===== src/rtl/adcFrontPkg.sv =====
package adcFrontPkg;
  typedef struct packed {
    logic startConv;
    logic loadCfg;
    logic clrIntr;
  } ctlStrobe_t;
endpackage


===== src/rtl/adc_bus_decode.sv =====
module adc_bus_decode
  import adcFrontPkg::*;
(
  input  logic       clk,
  input  logic       rstN,
  input  logic       csN,
  input  logic       wrN,
  input  logic       rdN,
  output ctlStrobe_t strb
);
  logic wrNq, rdNq, wrArm;
  logic wrFallSel, wrRise, rdFallSel;

  assign wrFallSel = !csN && wrNq && !wrN;
  assign wrRise    = wrArm && !wrNq && wrN;
  assign rdFallSel = !csN && rdNq && !rdN;

  always_comb begin
    strb.clrIntr   = wrFallSel | rdFallSel;
    strb.startConv = wrRise | rdFallSel;
    strb.loadCfg   = wrRise && rdN;
  end

  always_ff @(posedge clk or negedge rstN) begin
    if (!rstN) begin
      wrNq  <= 1'b1;
      rdNq  <= 1'b1;
      wrArm <= 1'b0;
    end else begin
      wrNq <= wrN;
      rdNq <= rdN;
      if (wrFallSel)   wrArm <= 1'b1;
      else if (wrRise) wrArm <= 1'b0;
    end
  end


  load_implies_start_chk: assert property (@(posedge clk) disable iff (!rstN)
    strb.loadCfg |-> strb.startConv);


  deselect_no_clear_chk: assert property (@(posedge clk) disable iff (!rstN)
    (csN && !wrArm) |-> !strb.clrIntr && !strb.startConv);
endmodule


===== src/rtl/adc_sar_path.sv =====
module adc_sar_path
  import adcFrontPkg::*;
#(
  parameter int DATA_W = 8,
  parameter int ADDR_W = 5
) (
  input  logic              clk,
  input  logic              rstN,
  input  logic              tickEn,
  input  ctlStrobe_t        strb,
  input  logic [ADDR_W-1:0] addrIn,
  input  logic              cmpIn,
  output logic [DATA_W-1:0] trialCode,
  output logic [ADDR_W-1:0] muxCfg,
  output logic [DATA_W-1:0] outLatch,
  output logic              intrN
);
  localparam logic [DATA_W-1:0] TOP_BIT = {1'b1, {(DATA_W-1){1'b0}}};

  logic [DATA_W-1:0] sar, mask;
  logic              busy;
  logic              xferNow;

  assign trialCode = sar | mask;
  assign xferNow   = busy && (mask == '0) && tickEn && !strb.startConv;

  always_ff @(posedge clk or negedge rstN) begin
    if (!rstN) begin
      sar      <= '0;
      mask     <= '0;
      busy     <= 1'b0;
      muxCfg   <= '0;
      outLatch <= '0;
      intrN    <= 1'b1;
    end else begin
      if (strb.loadCfg) muxCfg <= addrIn;
      if (strb.clrIntr) intrN <= 1'b1;
      if (strb.startConv) begin
        busy <= 1'b1;
        sar  <= '0;
        mask <= TOP_BIT;
      end else if (busy && tickEn) begin
        if (mask != '0) begin
          if (cmpIn) sar <= sar | mask;
          mask <= mask >> 1;
        end else begin
          outLatch <= sar;
          intrN    <= 1'b0;
          busy     <= 1'b0;
        end
      end
    end
  end


  xfer_raises_intr_chk: assert property (@(posedge clk) disable iff (!rstN)
    xferNow |=> !intrN && (outLatch == $past(sar)));


  restart_keeps_latch_chk: assert property (@(posedge clk) disable iff (!rstN)
    strb.startConv |=> $stable(outLatch));


  no_tick_no_step_chk: assert property (@(posedge clk) disable iff (!rstN)
    (!tickEn && !strb.startConv) |=> $stable(sar) && $stable(mask) && $stable(outLatch));


  cfg_capture_chk: assert property (@(posedge clk) disable iff (!rstN)
    strb.loadCfg |=> muxCfg == $past(addrIn));


  intr_clear_chk: assert property (@(posedge clk) disable iff (!rstN)
    (strb.clrIntr && !xferNow) |=> intrN);
endmodule


===== src/rtl/adc_bus_front.sv =====
module adc_bus_front
  import adcFrontPkg::*;
#(
  parameter int DATA_W = 8,
  parameter int ADDR_W = 5
) (
  input  logic              clk,
  input  logic              rstN,
  input  logic              tickEn,
  input  logic              csN,
  input  logic              wrN,
  input  logic              rdN,
  input  logic [ADDR_W-1:0] addrIn,
  input  logic              cmpIn,
  output logic [DATA_W-1:0] trialCode,
  output logic [ADDR_W-1:0] muxCfg,
  output logic [DATA_W-1:0] busOut,
  output logic              busOe,
  output logic              intrN
);
  ctlStrobe_t strb;
  logic [DATA_W-1:0] outLatch;

  adc_bus_decode uDecode (
    .clk(clk), .rstN(rstN), .csN(csN), .wrN(wrN), .rdN(rdN), .strb(strb)
  );

  adc_sar_path #(.DATA_W(DATA_W), .ADDR_W(ADDR_W)) uPath (
    .clk(clk), .rstN(rstN), .tickEn(tickEn), .strb(strb), .addrIn(addrIn),
    .cmpIn(cmpIn), .trialCode(trialCode), .muxCfg(muxCfg),
    .outLatch(outLatch), .intrN(intrN)
  );

  assign busOut = outLatch;
  assign busOe  = !csN && !rdN;


  oe_needs_cs_rd_chk: assert property (@(posedge clk) disable iff (!rstN)
    (csN || rdN) |-> !busOe);
endmodule


===== config.mk =====
export PLATFORM = sky130hd
export DESIGN_NAME = adc_bus_front
export DESIGN_NICKNAME = d
export VERILOG_FILES = /design/src/rtl/adcFrontPkg.sv /design/src/rtl/adc_bus_decode.sv /design/src/rtl/adc_sar_path.sv /design/src/rtl/adc_bus_front.sv
export SDC_FILE = /design/constraint.sdc
export NUM_CORES = 1
export LEC_CHECK = 0
export BUFFER_PORTS_ARGS = -buffer_cell sky130_fd_sc_hd__buf_2
export CAP_MARGIN = 20
export CORE_ASPECT_RATIO = 0.8
export CORE_MARGIN = 4
export CORE_UTILIZATION = 46
export DETAILED_ROUTE_END_ITERATION = 10
export PLACE_DENSITY = 0.73
export SYNTH_ARGS = -nofsm -noshare
export SYNTH_HDL_FRONTEND = slang
export SYNTH_SLANG_ARGS = --single-unit
export TNS_END_PERCENT = 1

===== constraint.sdc =====
create_clock -name clk -period 1.9 [get_ports clk]
set_input_delay 0.095 -clock clk [delete_from_list [all_inputs] [get_ports clk]]
set_output_delay 0.095 -clock clk [all_outputs]
set_load 0.05 [all_outputs]

==> reports/summary.log, run 1 <==
qor: cells_and_area.final_common_cell sky130_fd_sc_hd__buf_2
qor: critical_path.critPathRequiredTime 2.07 ns
qor: critical_path.r2r_start uDecode.wrNq
qor: routing.route.vias.total 1039
qor: synthesis.synth-warning-count 0
qor: routing.wl_per_cell 13.76 um
qor: synthesis.syn-mean-instance-area 11.75 um^2
qor: cells_and_area.final_area 0.001821 mm^2
qor: synthesis.synthDominantCellAreaShare 55.46%
qor: timing.report.final.hold_viol_count 0
qor: cells_and_area.final_net_count 181
qor: timing.report.final.setup_viol 8
qor: critical_path.critical_path.startpoint_type flop
qor: global_routing.antenna_found_initial 0
qor: critical_path.number_of_cells_on_the_worst_reg_to_reg_path 4
qor: die.core.rowCount 17
qor: worst_hold_path.holdPathEnd uDecode.wrArm
qor: run.cap_viol_max_count 0
qor: synthesis.synthDistinctLibCells 22
qor: cells_and_area.n_antenna_cell 0
qor: synthesis.synth_seq_area_share 61.09%
qor: timing.fin_crit_sh 102.6%
qor: status.outcome finished, violations left
qor: die.die_w 69.66 um
qor: cts.htree_levels 2
qor: cells_and_area.layout-drive-gt1-share 46.47%
qor: global_routing.grt_use_total 16.57%
qor: die.die-area 0.003993 mm^2
qor: power_and_ir_drop.leakagePower 0.9877 nW
qor: routing.detail_route.vias_per_cell 4.995
qor: cells_and_area.number_of_filler_instances_in_the_final_layout 232
qor: status.violated_checks setup timing
qor: die.initial_standard_cell_utilization_of_the_core 49.45%
qor: timing.slew_headroom 52.47%
qor: routing.drt_iter0_drc 58
qor: global_routing.grt_max_degree 35
qor: power_and_ir_drop.worst_ir_drop_vdd 739.0 uV
qor: global_routing.globalRouteOverflowTotal 0
qor: critical_path.cp_max_fo 5
qor: cells_and_area.area_growth_synth_to_finish 30.14%
qor: die.floorplan.io_pins 35
qor: cts.cts.reportedPaths.clkPinSlew 0.06 ns
qor: worst_hold_path.min_path_cells 2
qor: routing.drc 0
qor: critical_path.category_of_the_critical_setup_timing_path reg2reg
qor: placed_design.post_dp_cell_area 0.001658 mm^2
qor: cells_and_area.final_cell_mix sky130_fd_sc_hd__buf_2 (34), sky130_fd_sc_hd__dfrtp_1 (31), sky130_fd_sc_hd__a21oi_1 (16), sky130_fd_sc_hd__nand2_1 (16), sky130_fd_sc_hd__nor2_1 (11)
qor: global_routing.first_global_vias 1053
qor: die.floorplan.die.height 57.32 um
qor: timing.timing.clock.skew 0.005572 ns
qor: global_routing.grt_first_pass_wirelength 5.009 mm
qor: power_and_ir_drop.fin_total_pwr 2.749 mW
qor: synthesis.yosys_register_bits 34
qor: cts.cts_inserted_buffers 5
qor: worst_hold_path.worst_hold_startpoint wrN
qor: timing.worstMarginPinSlew 0.7130 ns
qor: cts.cts_sinks 34
qor: routing.drt-total-wl 2.862 mm
qor: critical_path.timing.rr.end uPath.outLatch[2]
qor: cts.clk_latency 0.29 ns
qor: placed_design.place.gp.congestion 0.7989
qor: critical_path.crit_path_end_kind flop
qor: timing.rsz0062_at_grt yes
qor: synthesis.netlist_area 0.001399 mm^2
qor: timing.slew_viol_final 0
qor: critical_path.reg2reg_slack -0.05 ns
qor: routing.iteration_count_of_the_initial_detailed_routing_pass 4
qor: cts.cts.root.buffer_cell sky130_fd_sc_hd__clkbuf_8
qor: synthesis.gate_count_after_technology_mapping 119
qor: synthesis.yosysTopAreaCell sky130_fd_sc_hd__dfrtp_1
qor: timing.postLayoutSetupSlackWorst -0.04873 ns
qor: placed_design.hpwlAfterDp 1.966 mm
qor: cts.cts_tree built
qor: synthesis.yosys-top-cells-area sky130_fd_sc_hd__dfrtp_1 (55%), sky130_fd_sc_hd__mux2_4 (8.6%), sky130_fd_sc_hd__a21oi_1 (5.7%)
qor: timing.maxClockFrequency 513.2 MHz
qor: cts.clock_tree.buffer_depth 2
qor: routing.postRouteAntennaNets 0
qor: die.core_area 0.002829 mm^2
qor: timing.min_tclk_post_route 1.949 ns
qor: placed_design.input_output_buffers 34
qor: critical_path.crit_arrival 2.12 ns
qor: power_and_ir_drop.power.density_cell_area 1510 mW/mm^2
qor: synthesis.postSynthNetCount 131
qor: worst_hold_path.holdCritPathClass in2reg
[synth_stat cells]
| master | instances |
|---|---|
| sky130_fd_sc_hd__o21a_1 | 1 |
| sky130_fd_sc_hd__dfstp_2 | 3 |
| sky130_fd_sc_hd__a21oi_1 | 16 |
| sky130_fd_sc_hd__or4_4 | 1 |
| sky130_fd_sc_hd__inv_1 | 1 |
| sky130_fd_sc_hd__or2_2 | 8 |
| sky130_fd_sc_hd__nand2_2 | 1 |
| sky130_fd_sc_hd__dfrtp_1 | 31 |
| sky130_fd_sc_hd__nor2_1 | 11 |
| sky130_fd_sc_hd__a21o_1 | 3 |
| sky130_fd_sc_hd__nand2b_1 | 2 |
| sky130_fd_sc_hd__buf_1 | 1 |
| sky130_fd_sc_hd__clkbuf_1 | 3 |
| sky130_fd_sc_hd__mux2_4 | 8 |
| sky130_fd_sc_hd__o21ai_0 | 2 |
| sky130_fd_sc_hd__and3_1 | 1 |
| sky130_fd_sc_hd__and2_1 | 1 |
| sky130_fd_sc_hd__mux2_2 | 5 |
| sky130_fd_sc_hd__and3b_1 | 1 |
| sky130_fd_sc_hd__or4_1 | 2 |
| sky130_fd_sc_hd__nand2_1 | 16 |
| sky130_fd_sc_hd__buf_6 | 1 |
[how the worst max path moves through the flow]
stage	endpoint	cells past startpoint	startpoint
after floorplan	uPath.outLatch[0]	4	uPath.mask[0]
after global placement	uPath.outLatch[1]	3	uPath.mask[0]
after detailed placement	uPath.outLatch[6]	3	uPath.mask[0]
after CTS	uPath.outLatch[2]	4	uDecode.wrNq
after global routing	uPath.outLatch[7]	4	uDecode.wrNq
final	uPath.outLatch[2]	4	uDecode.wrNq
[per-layer routing]
layer  up-vias  share of wire [%]  routed length (um)  GRT usage, %
met5         -                  0                   0             0
met4         0                2.2                  62         8.197
met3         6                5.3                 153         6.162
met2        26                 47                1349         25.00
met1       505                 45                1296         21.25
li1        502                  -                   -             -
[metrics by stage]
stage | hold slack [ns] | instances | worst slack [ns] | utilization (%) | TNS (ns)
2_1_floorplan | -0.2006 | 119 | -0.09573 | - | -0.7658
3_3_place_gp | 0.1877 | 195 | -0.08854 | 58.60 | -0.7038
3_5_place_dp | 0.1949 | 195 | -0.1375 | 58.60 | -1.039
4_1_cts | 0.01860 | 208 | -0.04897 | 64.22 | -0.2387
5_1_grt | 0.03085 | 208 | -0.07827 | 64.35 | -0.4645
6_report | 0.03028 | 208 | -0.04873 | 64.35 | -0.2448
[report_power, final]
part | internal (mW) | switching [mW]
Sequential | 0.888 | 0.0880
Clock | 0.392 | 0.248
Combinational | 0.376 | 0.757
Total | 1.66 | 1.09
[kinds of logic (layout without fill, tap and decap cells)]
group / after synthesis / count (layout) / share of synthesized area [%]
simple gates: 44 / 45 / 15.56
mux: 13 / 13 / 12.61
flops: 34 / 34 / 61.09
compound gates: 22 / 22 / 8.587
buf+inv: 6 / 56 / 2.146
[layout make-up]
class                           count  area, um^2  share of cell area, %
Clock buffer                        7       76.32                  4.192
Clock inverter                      1       30.03                  1.649
Inverter                            1       3.754                 0.2062
Multi-Input combinational cell     80       533.0                  29.28
Sequential cell                    34       854.6                  46.94
Tap cell                           38       47.55                  2.612
Timing Repair Buffer               47       275.3                  15.12
[worst max-delay path: stages, from the launching register on]
cell and delay [ns]:
sky130_fd_sc_hd__dfstp_2 0.53, sky130_fd_sc_hd__and3b_1 0.19, sky130_fd_sc_hd__a21o_1 0.19, sky130_fd_sc_hd__or4_4 0.60
sky130_fd_sc_hd__mux2_4 0.33
[state kept, by name, indices dropped and copies added, names as in the netlist]
name / cells
uPath.muxCfg: 5
uPath.sar: 8
uDecode.rdNq: 1
uPath.mask: 8
uDecode.wrArm: 1
uDecode.wrNq: 1
uPath.outLatch: 8
uPath.intrN: 1
uPath.busy: 1
[timing repair]
item | CTS | global route
hold endpoints to repair | 33 | 0
hold buffers | 3 | 0
gates cloned | 1 | 0
setup buffers | 1 | 0
pin swaps | 1 | 0
resized for setup | 2 | 1
endpoints found under the setup margin | 8 | 8
Note: power is estimated with default switching activity, not from simulation.
==> run 2, diff against run 1 <==
- CTS_CLUSTER_DIAMETER: unset -> 80
- REMOVE_ABC_BUFFERS: unset -> 1
==> reports/summary.log, run 2 (synthesis gave the netlist of run 1 again) <==
qor: placed_design.post_dp_cell_area 0.001658 mm^2 [unchanged]
qor: critical_path.category_of_the_critical_setup_timing_path reg2reg
qor: cells_and_area.instances_no_fill 207 [-0.48%]
qor: cells_and_area.utilization 63.56% [-0.80 points]
qor: power_and_ir_drop.worst_ir_drop_vdd 815.6 uV [+10%]
qor: timing.timing.clock.skew 0.006370 ns [+0.0007980 ns]
qor: worst_hold_path.worst_hold_startpoint addrIn[3]
qor: placed_design.hpwlAfterDp 2.011 mm [+2.3%]
qor: routing.drc 0 [unchanged]
qor: timing.slew_viol_final 0 [unchanged]
qor: global_routing.grt_max_degree 35 [unchanged]
qor: cts.clk_latency 0.29 ns [about the same]
qor: critical_path.crit_chain or4_4 -> or4_4 -> mux2_4
qor: die.core_area 0.002829 mm^2 [unchanged]
qor: status.violated_checks setup timing
qor: run.cap_viol_max_count 0 [unchanged]
qor: timing.final_sum_of_negative_setup_slack -0.4747 ns [-0.2299 ns]
qor: global_routing.antenna_found_initial 0 [unchanged]
qor: global_routing.globalRouteOverflowTotal 0 [unchanged]
qor: power_and_ir_drop.clock_power_share 20.6% [-2.7 points]
qor: critical_path.most_common_cell_type_on_the_critical_path sky130_fd_sc_hd__or4_4
qor: placed_design.place.gp.congestion 0.8313 [+4.1%]
qor: timing.postLayoutSetupSlackWorst -0.07342 ns [-0.02469 ns]
qor: critical_path.timing.rr.end uPath.outLatch[6]
qor: global_routing.grt_first_pass_wirelength 5.319 mm [+6.2%]
qor: global_routing.grt_use_total 17.51% [+0.94 points]
qor: global_routing.first_global_vias 1117 [+6.1%]
qor: cts.post_cts_buffers 0 [-1]
qor: critical_path.crit_arrival 2.14 ns [+0.02 ns]
qor: critical_path.crit_path_end_kind flop
qor: cts.cts.reportedPaths.clkPinSlew 0.07 ns [about the same]
qor: cts.cts_tree built
qor: placed_design.place_inst 195 [unchanged]
qor: global_routing.grtUsageMet3 4.754% [-1.4 points]
qor: global_routing.most_used_layer_global_route met2
qor: critical_path.cp_max_fo 5 [unchanged]
qor: power_and_ir_drop.p_int 1.556 mW [-6.0%]
qor: cells_and_area.final_area 0.001798 mm^2 [-1.2%]
qor: power_and_ir_drop.power.density_cell_area 1481 mW/mm^2 [-1.9%]
qor: routing.iteration_count_of_the_initial_detailed_routing_pass 4 [unchanged]
qor: placed_design.input_output_buffers 34 [unchanged]
qor: power_and_ir_drop.share_comb_of_total_power 42.5% [+1.3 points]
qor: power_and_ir_drop.power.switching_fraction 41.57% [+1.8 points]
qor: die.core.rowCount 17 [unchanged]
qor: placed_design.place_ws -0.1106 ns [+0.02690 ns]
qor: cts.clock_tree.buffer_depth 2 [unchanged]
qor: cells_and_area.final_cell_mix sky130_fd_sc_hd__buf_2 (34), sky130_fd_sc_hd__dfrtp_1 (31), sky130_fd_sc_hd__a21oi_1 (16), sky130_fd_sc_hd__nand2_1 (16), sky130_fd_sc_hd__nor2_1 (11)
qor: timing.worstMarginPinSlew 0.7506 ns [+0.03767 ns]
qor: timing.report.final.hold_viol_count 0 [unchanged]
qor: routing.drt-total-wl 3.009 mm [+5.1%]
qor: worst_hold_path.min_path_cells 2 [unchanged]
qor: routing.postRouteAntennaNets 0 [unchanged]
qor: worst_hold_path.holdPathEnd uPath.muxCfg[3]
qor: power_and_ir_drop.net-switching-power 1.107 mW [+1.2%]
qor: critical_path.worst-path-stages 3 [-1]
qor: die.initial_standard_cell_utilization_of_the_core 49.45% [unchanged]
qor: timing.finalHoldWorstSlack 0.04491 ns [+0.01462 ns]
qor: critical_path.cp.buffers_inverters 0 [unchanged]
qor: critical_path.number_of_cells_on_the_worst_reg_to_reg_path 3 [-1]
qor: die.die_w 69.66 um [unchanged]
qor: cells_and_area.n_antenna_cell 0 [unchanged]
qor: power_and_ir_drop.seq_power_share 36.9% [+1.4 points]
qor: die.die-area 0.003993 mm^2 [unchanged]
qor: global_routing.gr-usage-met2 28.26% [+3.3 points]
qor: routing.wl_per_cell 14.54 um [+5.6%]
qor: cells_and_area.area_growth_synth_to_finish 28.53%
qor: timing.fin_crit_sh 103.9% [+1.3 points]
qor: timing.slew_headroom 49.96% [-2.5 points]
qor: cells_and_area.final_net_count 180 [-0.55%]
qor: die.floorplan.die.height 57.32 um [unchanged]
qor: die.floorplan.io_pins 35 [unchanged]
qor: power_and_ir_drop.fin_total_pwr 2.662 mW [-3.2%]
qor: cells_and_area.largestRegisters uPath.mask: 8 flops, uPath.outLatch: 8 flops, uPath.sar: 8 flops
qor: timing.min_tclk_post_route 1.973 ns [+0.02469 ns]
qor: cts.cts_inserted_buffers 5 [unchanged]
qor: critical_path.critPathRequiredTime 2.07 ns [about the same]
qor: global_routing.grtUsageMet1 20.63% [-0.62 points]
qor: critical_path.crit_path_max_incr_delay 0.60 ns [about the same]
qor: power_and_ir_drop.leakagePower 0.9783 nW [-0.96%]
qor: cells_and_area.final_common_cell sky130_fd_sc_hd__buf_2
qor: routing.route.vias.total 1057 [+1.7%]
qor: critical_path.cp_top_family simple AND/OR/NAND/NOR gates
qor: worst_hold_path.holdCritPathClass in2reg
qor: timing.maxClockFrequency 506.7 MHz [-1.3%]
qor: timing.report.final.setup_viol 8 [unchanged]
qor: routing.drt_iter0_drc 55 [-5.2%]
qor: routing.detail_route.vias_per_cell 5.106 [+2.2%]
qor: cts.cts_sinks 34 [unchanged]
qor: critical_path.crit_path_top_delay_cell sky130_fd_sc_hd__or4_4
qor: critical_path.critical_path.startpoint_type flop
qor: cells_and_area.layout-drive-gt1-share 46.75% [+0.27 points]
qor: cts.cts.root.buffer_cell sky130_fd_sc_hd__clkbuf_8
qor: critical_path.r2r_start uPath.mask[2]
qor: cts.htree_levels 2 [unchanged]
qor: critical_path.reg2reg_slack -0.07 ns [-0.02 ns]
qor: status.outcome finished, violations left
qor: timing.rsz0062_at_grt yes
[run 2: changes by cell type in the layout (fill, tap and decap cells not counted)]
cell	change
sky130_fd_sc_hd__buf_4	-1
sky130_fd_sc_hd__bufinv_16	-1
sky130_fd_sc_hd__clkbuf_1	-1
sky130_fd_sc_hd__clkbuf_8	+1
sky130_fd_sc_hd__clkinv_2	+1
[run 2: worst register-to-register path: stages, from the launching register on]
cell	delay (ns)
sky130_fd_sc_hd__dfrtp_1	0.38
sky130_fd_sc_hd__or4_4	0.55
sky130_fd_sc_hd__or4_4	0.60
sky130_fd_sc_hd__mux2_4	0.33
[run 2: layer usage]
layer	up-vias	share of wire, %
li1	502	-
met1	515	42
met2	30	49
met3	10	5.7
met4	0	3.6
met5	-	0
[run 2: how the worst max path moves through the flow]
| stage | to | startpoint | slack (ns) |
|---|---|---|---|
| finish | uPath.outLatch[6] | uPath.mask[2] | -0.07 |
| floorplan | uPath.outLatch[0] | uPath.mask[6] | -0.08 |
| detailed placement | uPath.outLatch[6] | uPath.mask[6] | -0.11 |
| global route | uPath.outLatch[0] | uPath.mask[2] | -0.10 |
| CTS | uPath.outLatch[6] | uPath.mask[2] | -0.06 |
| global placement | uPath.outLatch[6] | uPath.mask[6] | -0.08 |
[run 2: layout make-up]
cell class	count	area, um^2
Clock buffer	7	86.33
Timing Repair Buffer	46	267.8
Inverter	1	3.754
Fill cell	224	1031
Multi-Input combinational cell	80	533.0
Sequential cell	34	854.6
Clock inverter	1	5.005
Tap cell	38	47.55
[run 2: power by group through the flow]
stage               logic [mW]  registers, mW  clock network [mW]
global placement          1.08          0.980                   0
CTS                       1.14          0.981               0.561
floorplan                0.515           1.27                   0
detailed placement        1.09          0.989                   0
global route              1.21           1.00               0.594
finish                    1.13          0.982               0.547
[run 2: repair_timing]
action	in CTS	in global routing
hold buffers	3	0
setup endpoints to repair	8	8
gates resized for setup	3	0
pin swaps	2	0
cloned	1	0
hold endpoints to repair	33	0
==> run 3, diff against run 2 <==
- GPL_ROUTABILITY_DRIVEN: unset -> 0
- SKIP_LAST_GASP: unset -> 1
==> reports/summary.log, run 3 (synthesis gave the netlist of run 1 again) <==
qor: timing.slew_headroom 49.96% [about the same]
qor: power_and_ir_drop.share_comb_of_total_power 42.5% [about the same]
qor: cts.cts_tree built
qor: cells_and_area.final_common_cell sky130_fd_sc_hd__buf_2
qor: placed_design.place_inst 195 [unchanged]
qor: critical_path.crit_chain or4_4 -> or4_4 -> mux2_4
qor: routing.postRouteAntennaNets 0 [unchanged]
qor: cts.clock_tree.buffer_depth 2 [unchanged]
qor: power_and_ir_drop.net-switching-power 1.106 mW [about the same]
qor: routing.route.vias.total 1055 [-0.19%]
qor: die.floorplan.die.height 57.32 um [unchanged]
qor: global_routing.grt_max_degree 35 [unchanged]
qor: die.core.rowCount 17 [unchanged]
qor: power_and_ir_drop.power.density_cell_area 1480 mW/mm^2 [about the same]
qor: critical_path.crit_path_end_kind flop
qor: global_routing.globalRouteOverflowTotal 0 [unchanged]
qor: timing.report.final.setup_viol 8 [unchanged]
qor: cts.cts_sinks 34 [unchanged]
qor: timing.fin_crit_sh 103.9% [about the same]
qor: cts.cts.reportedPaths.clkPinSlew 0.07 ns [about the same]
qor: run.cap_viol_max_count 0 [unchanged]
qor: timing.slew_viol_final 0 [unchanged]
qor: routing.drt_iter0_drc 56 [+1.8%]
qor: timing.report.final.hold_viol_count 0 [unchanged]
qor: routing.iteration_count_of_the_initial_detailed_routing_pass 4 [unchanged]
qor: die.die-area 0.003993 mm^2 [unchanged]
qor: power_and_ir_drop.clock_power_share 20.5% [about the same]
qor: global_routing.grt_first_pass_wirelength 5.319 mm [unchanged]
qor: placed_design.input_output_buffers 34 [unchanged]
qor: timing.worstMarginPinSlew 0.7506 ns [-0.00006628 ns]
qor: critical_path.most_common_cell_type_on_the_critical_path sky130_fd_sc_hd__or4_4
qor: cts.cts.root.buffer_cell sky130_fd_sc_hd__clkbuf_8
qor: die.initial_standard_cell_utilization_of_the_core 49.45% [unchanged]
qor: routing.drt-total-wl 3.004 mm [-0.17%]
qor: routing.detail_route.vias_per_cell 5.097 [-0.19%]
qor: power_and_ir_drop.p_int 1.555 mW [about the same]
qor: timing.postLayoutSetupSlackWorst -0.07390 ns [-0.0004754 ns]
qor: power_and_ir_drop.power.switching_fraction 41.56% [about the same]
qor: power_and_ir_drop.seq_power_share 36.9% [about the same]
qor: timing.maxClockFrequency 506.6 MHz [about the same]
qor: global_routing.antenna_found_initial 0 [unchanged]
qor: routing.wl_per_cell 14.51 um [-0.17%]
qor: critical_path.crit_arrival 2.14 ns [about the same]
qor: global_routing.first_global_vias 1117 [unchanged]
qor: timing.rsz0062_at_grt yes
qor: timing.timing.clock.skew 0.006362 ns [-0.000007610 ns]
qor: die.core_area 0.002829 mm^2 [unchanged]
qor: cells_and_area.layout-drive-gt1-share 46.75% [unchanged]
qor: cells_and_area.largestRegisters uPath.mask: 8 flops, uPath.outLatch: 8 flops, uPath.sar: 8 flops
qor: critical_path.number_of_cells_on_the_worst_reg_to_reg_path 3 [unchanged]
qor: cts.cts_inserted_buffers 5 [unchanged]
qor: critical_path.crit_path_top_delay_cell sky130_fd_sc_hd__or4_4
qor: die.die_w 69.66 um [unchanged]
qor: critical_path.timing.rr.end uPath.outLatch[6]
qor: worst_hold_path.worst_hold_startpoint addrIn[3]
qor: placed_design.hpwlAfterDp 2.011 mm [unchanged]
qor: cells_and_area.instances_no_fill 207 [unchanged]
qor: routing.drc 0 [unchanged]
qor: cells_and_area.number_of_filler_instances_in_the_final_layout 224 [unchanged]
qor: cells_and_area.area_growth_synth_to_finish 28.53% [unchanged]
qor: critical_path.cp_max_fo 5 [unchanged]
qor: cts.htree_levels 2 [unchanged]
qor: status.outcome finished, violations left
qor: worst_hold_path.min_path_cells 2 [unchanged]
qor: critical_path.critPathRequiredTime 2.07 ns [about the same]
qor: worst_hold_path.holdCritPathClass in2reg
qor: critical_path.critical_path.startpoint_type flop
qor: critical_path.crit_path_max_incr_delay 0.60 ns [about the same]
qor: worst_hold_path.holdPathEnd uPath.muxCfg[3]
qor: cells_and_area.final_net_count 180 [unchanged]
qor: power_and_ir_drop.fin_total_pwr 2.661 mW [about the same]
qor: critical_path.r2r_start uPath.mask[2]
qor: status.violated_checks setup timing
qor: critical_path.cp_top_family simple AND/OR/NAND/NOR gates
qor: cts.clk_latency 0.29 ns [about the same]
qor: power_and_ir_drop.worst_ir_drop_vdd 815.4 uV [about the same]
qor: critical_path.category_of_the_critical_setup_timing_path reg2reg
qor: timing.min_tclk_post_route 1.974 ns [+0.0004754 ns]
qor: critical_path.cp.buffers_inverters 0 [unchanged]
qor: power_and_ir_drop.leakagePower 0.9783 nW [about the same]
qor: critical_path.reg2reg_slack -0.07 ns [about the same]
qor: global_routing.grt_use_total 17.51% [unchanged]
qor: cells_and_area.final_cell_mix sky130_fd_sc_hd__buf_2 (34), sky130_fd_sc_hd__dfrtp_1 (31), sky130_fd_sc_hd__a21oi_1 (16), sky130_fd_sc_hd__nand2_1 (16), sky130_fd_sc_hd__nor2_1 (11)
qor: cells_and_area.n_antenna_cell 0 [unchanged]
qor: die.floorplan.io_pins 35 [unchanged]
run 3: through the flow:
step / setup WS (ns) / utilization (%) / instance area [um^2] / hold WS (ns) / TNS, ns
after floorplan: -0.08117 / - / 1373 / -0.2006 / -0.6493
after detailed placement: -0.1106 / 58.60 / 1658 / 0.2006 / -0.8310
after global placement: -0.08422 / 58.60 / 1658 / 0.1887 / -0.6723
after global routing: -0.1027 / 63.56 / 1798 / 0.04316 / -0.7387
final: -0.07390 / 63.56 / 1798 / 0.04501 / -0.4948
after CTS: -0.05925 / 63.56 / 1798 / 0.03704 / -0.3563
run 3: cell type report:
cell class / instances / area (um^2) / share of cell area [%]
sequential: 34 / 854.6 / 47.53
clock inverter: 1 / 5.005 / 0.2784
tap: 38 / 47.55 / 2.644
timing repair buffer: 46 / 267.8 / 14.89
multi-input combinational: 80 / 533.0 / 29.65
inverter: 1 / 3.754 / 0.2088
clock buffer: 7 / 86.33 / 4.802
run 3: how the worst max path moves through the flow:
stage | cells after the start | slack, ns | startpoint | endpoint
after global routing | 3 | -0.10 | uPath.mask[2] | uPath.outLatch[0]
after global placement | 3 | -0.08 | uPath.mask[6] | uPath.outLatch[6]
after floorplan | 3 | -0.08 | uPath.mask[6] | uPath.outLatch[0]
after CTS | 3 | -0.06 | uPath.mask[2] | uPath.outLatch[6]
final | 3 | -0.07 | uPath.mask[2] | uPath.outLatch[6]
after detailed placement | 3 | -0.11 | uPath.mask[6] | uPath.outLatch[6]
run 3: power groups by stage:
stage	Clock, mW	Combinational (mW)	Sequential, mW
after floorplan	0	0.515	1.27
after global placement	0	1.08	0.980
after detailed placement	0	1.09	0.989
after CTS	0.561	1.14	0.981
after global routing	0.594	1.21	1.00
final	0.547	1.13	0.983
run 3: worst reg2reg max path: cells and delay by family, from the launching register on:
family / cells / cell delay, ns
muxes: 1 / 0.33
and+or+nand+nor: 2 / 1.15
DFF: 1 / 0.38
run 3: repair_timing:
| action | CTS | global route |
|---|---|---|
| hold buffers | 3 | 0 |
| cloned | 1 | 0 |
| hold endpoints to repair | 33 | 0 |
| buffers inserted | 0 | 0 |
| pin swaps | 1 | 0 |
| resized for setup | 3 | 0 |
| setup endpoints to repair | 8 | 8 |
run 3: per-layer routing:
metal / vias to the layer above / global-route usage [%] / routed length, um
met4: 0 / 12.02 / 106
li1: 501 / - / -
met5: - / 0 / 0
met1: 511 / 20.63 / 1244
met3: 10 / 4.754 / 186
met2: 33 / 28.26 / 1466
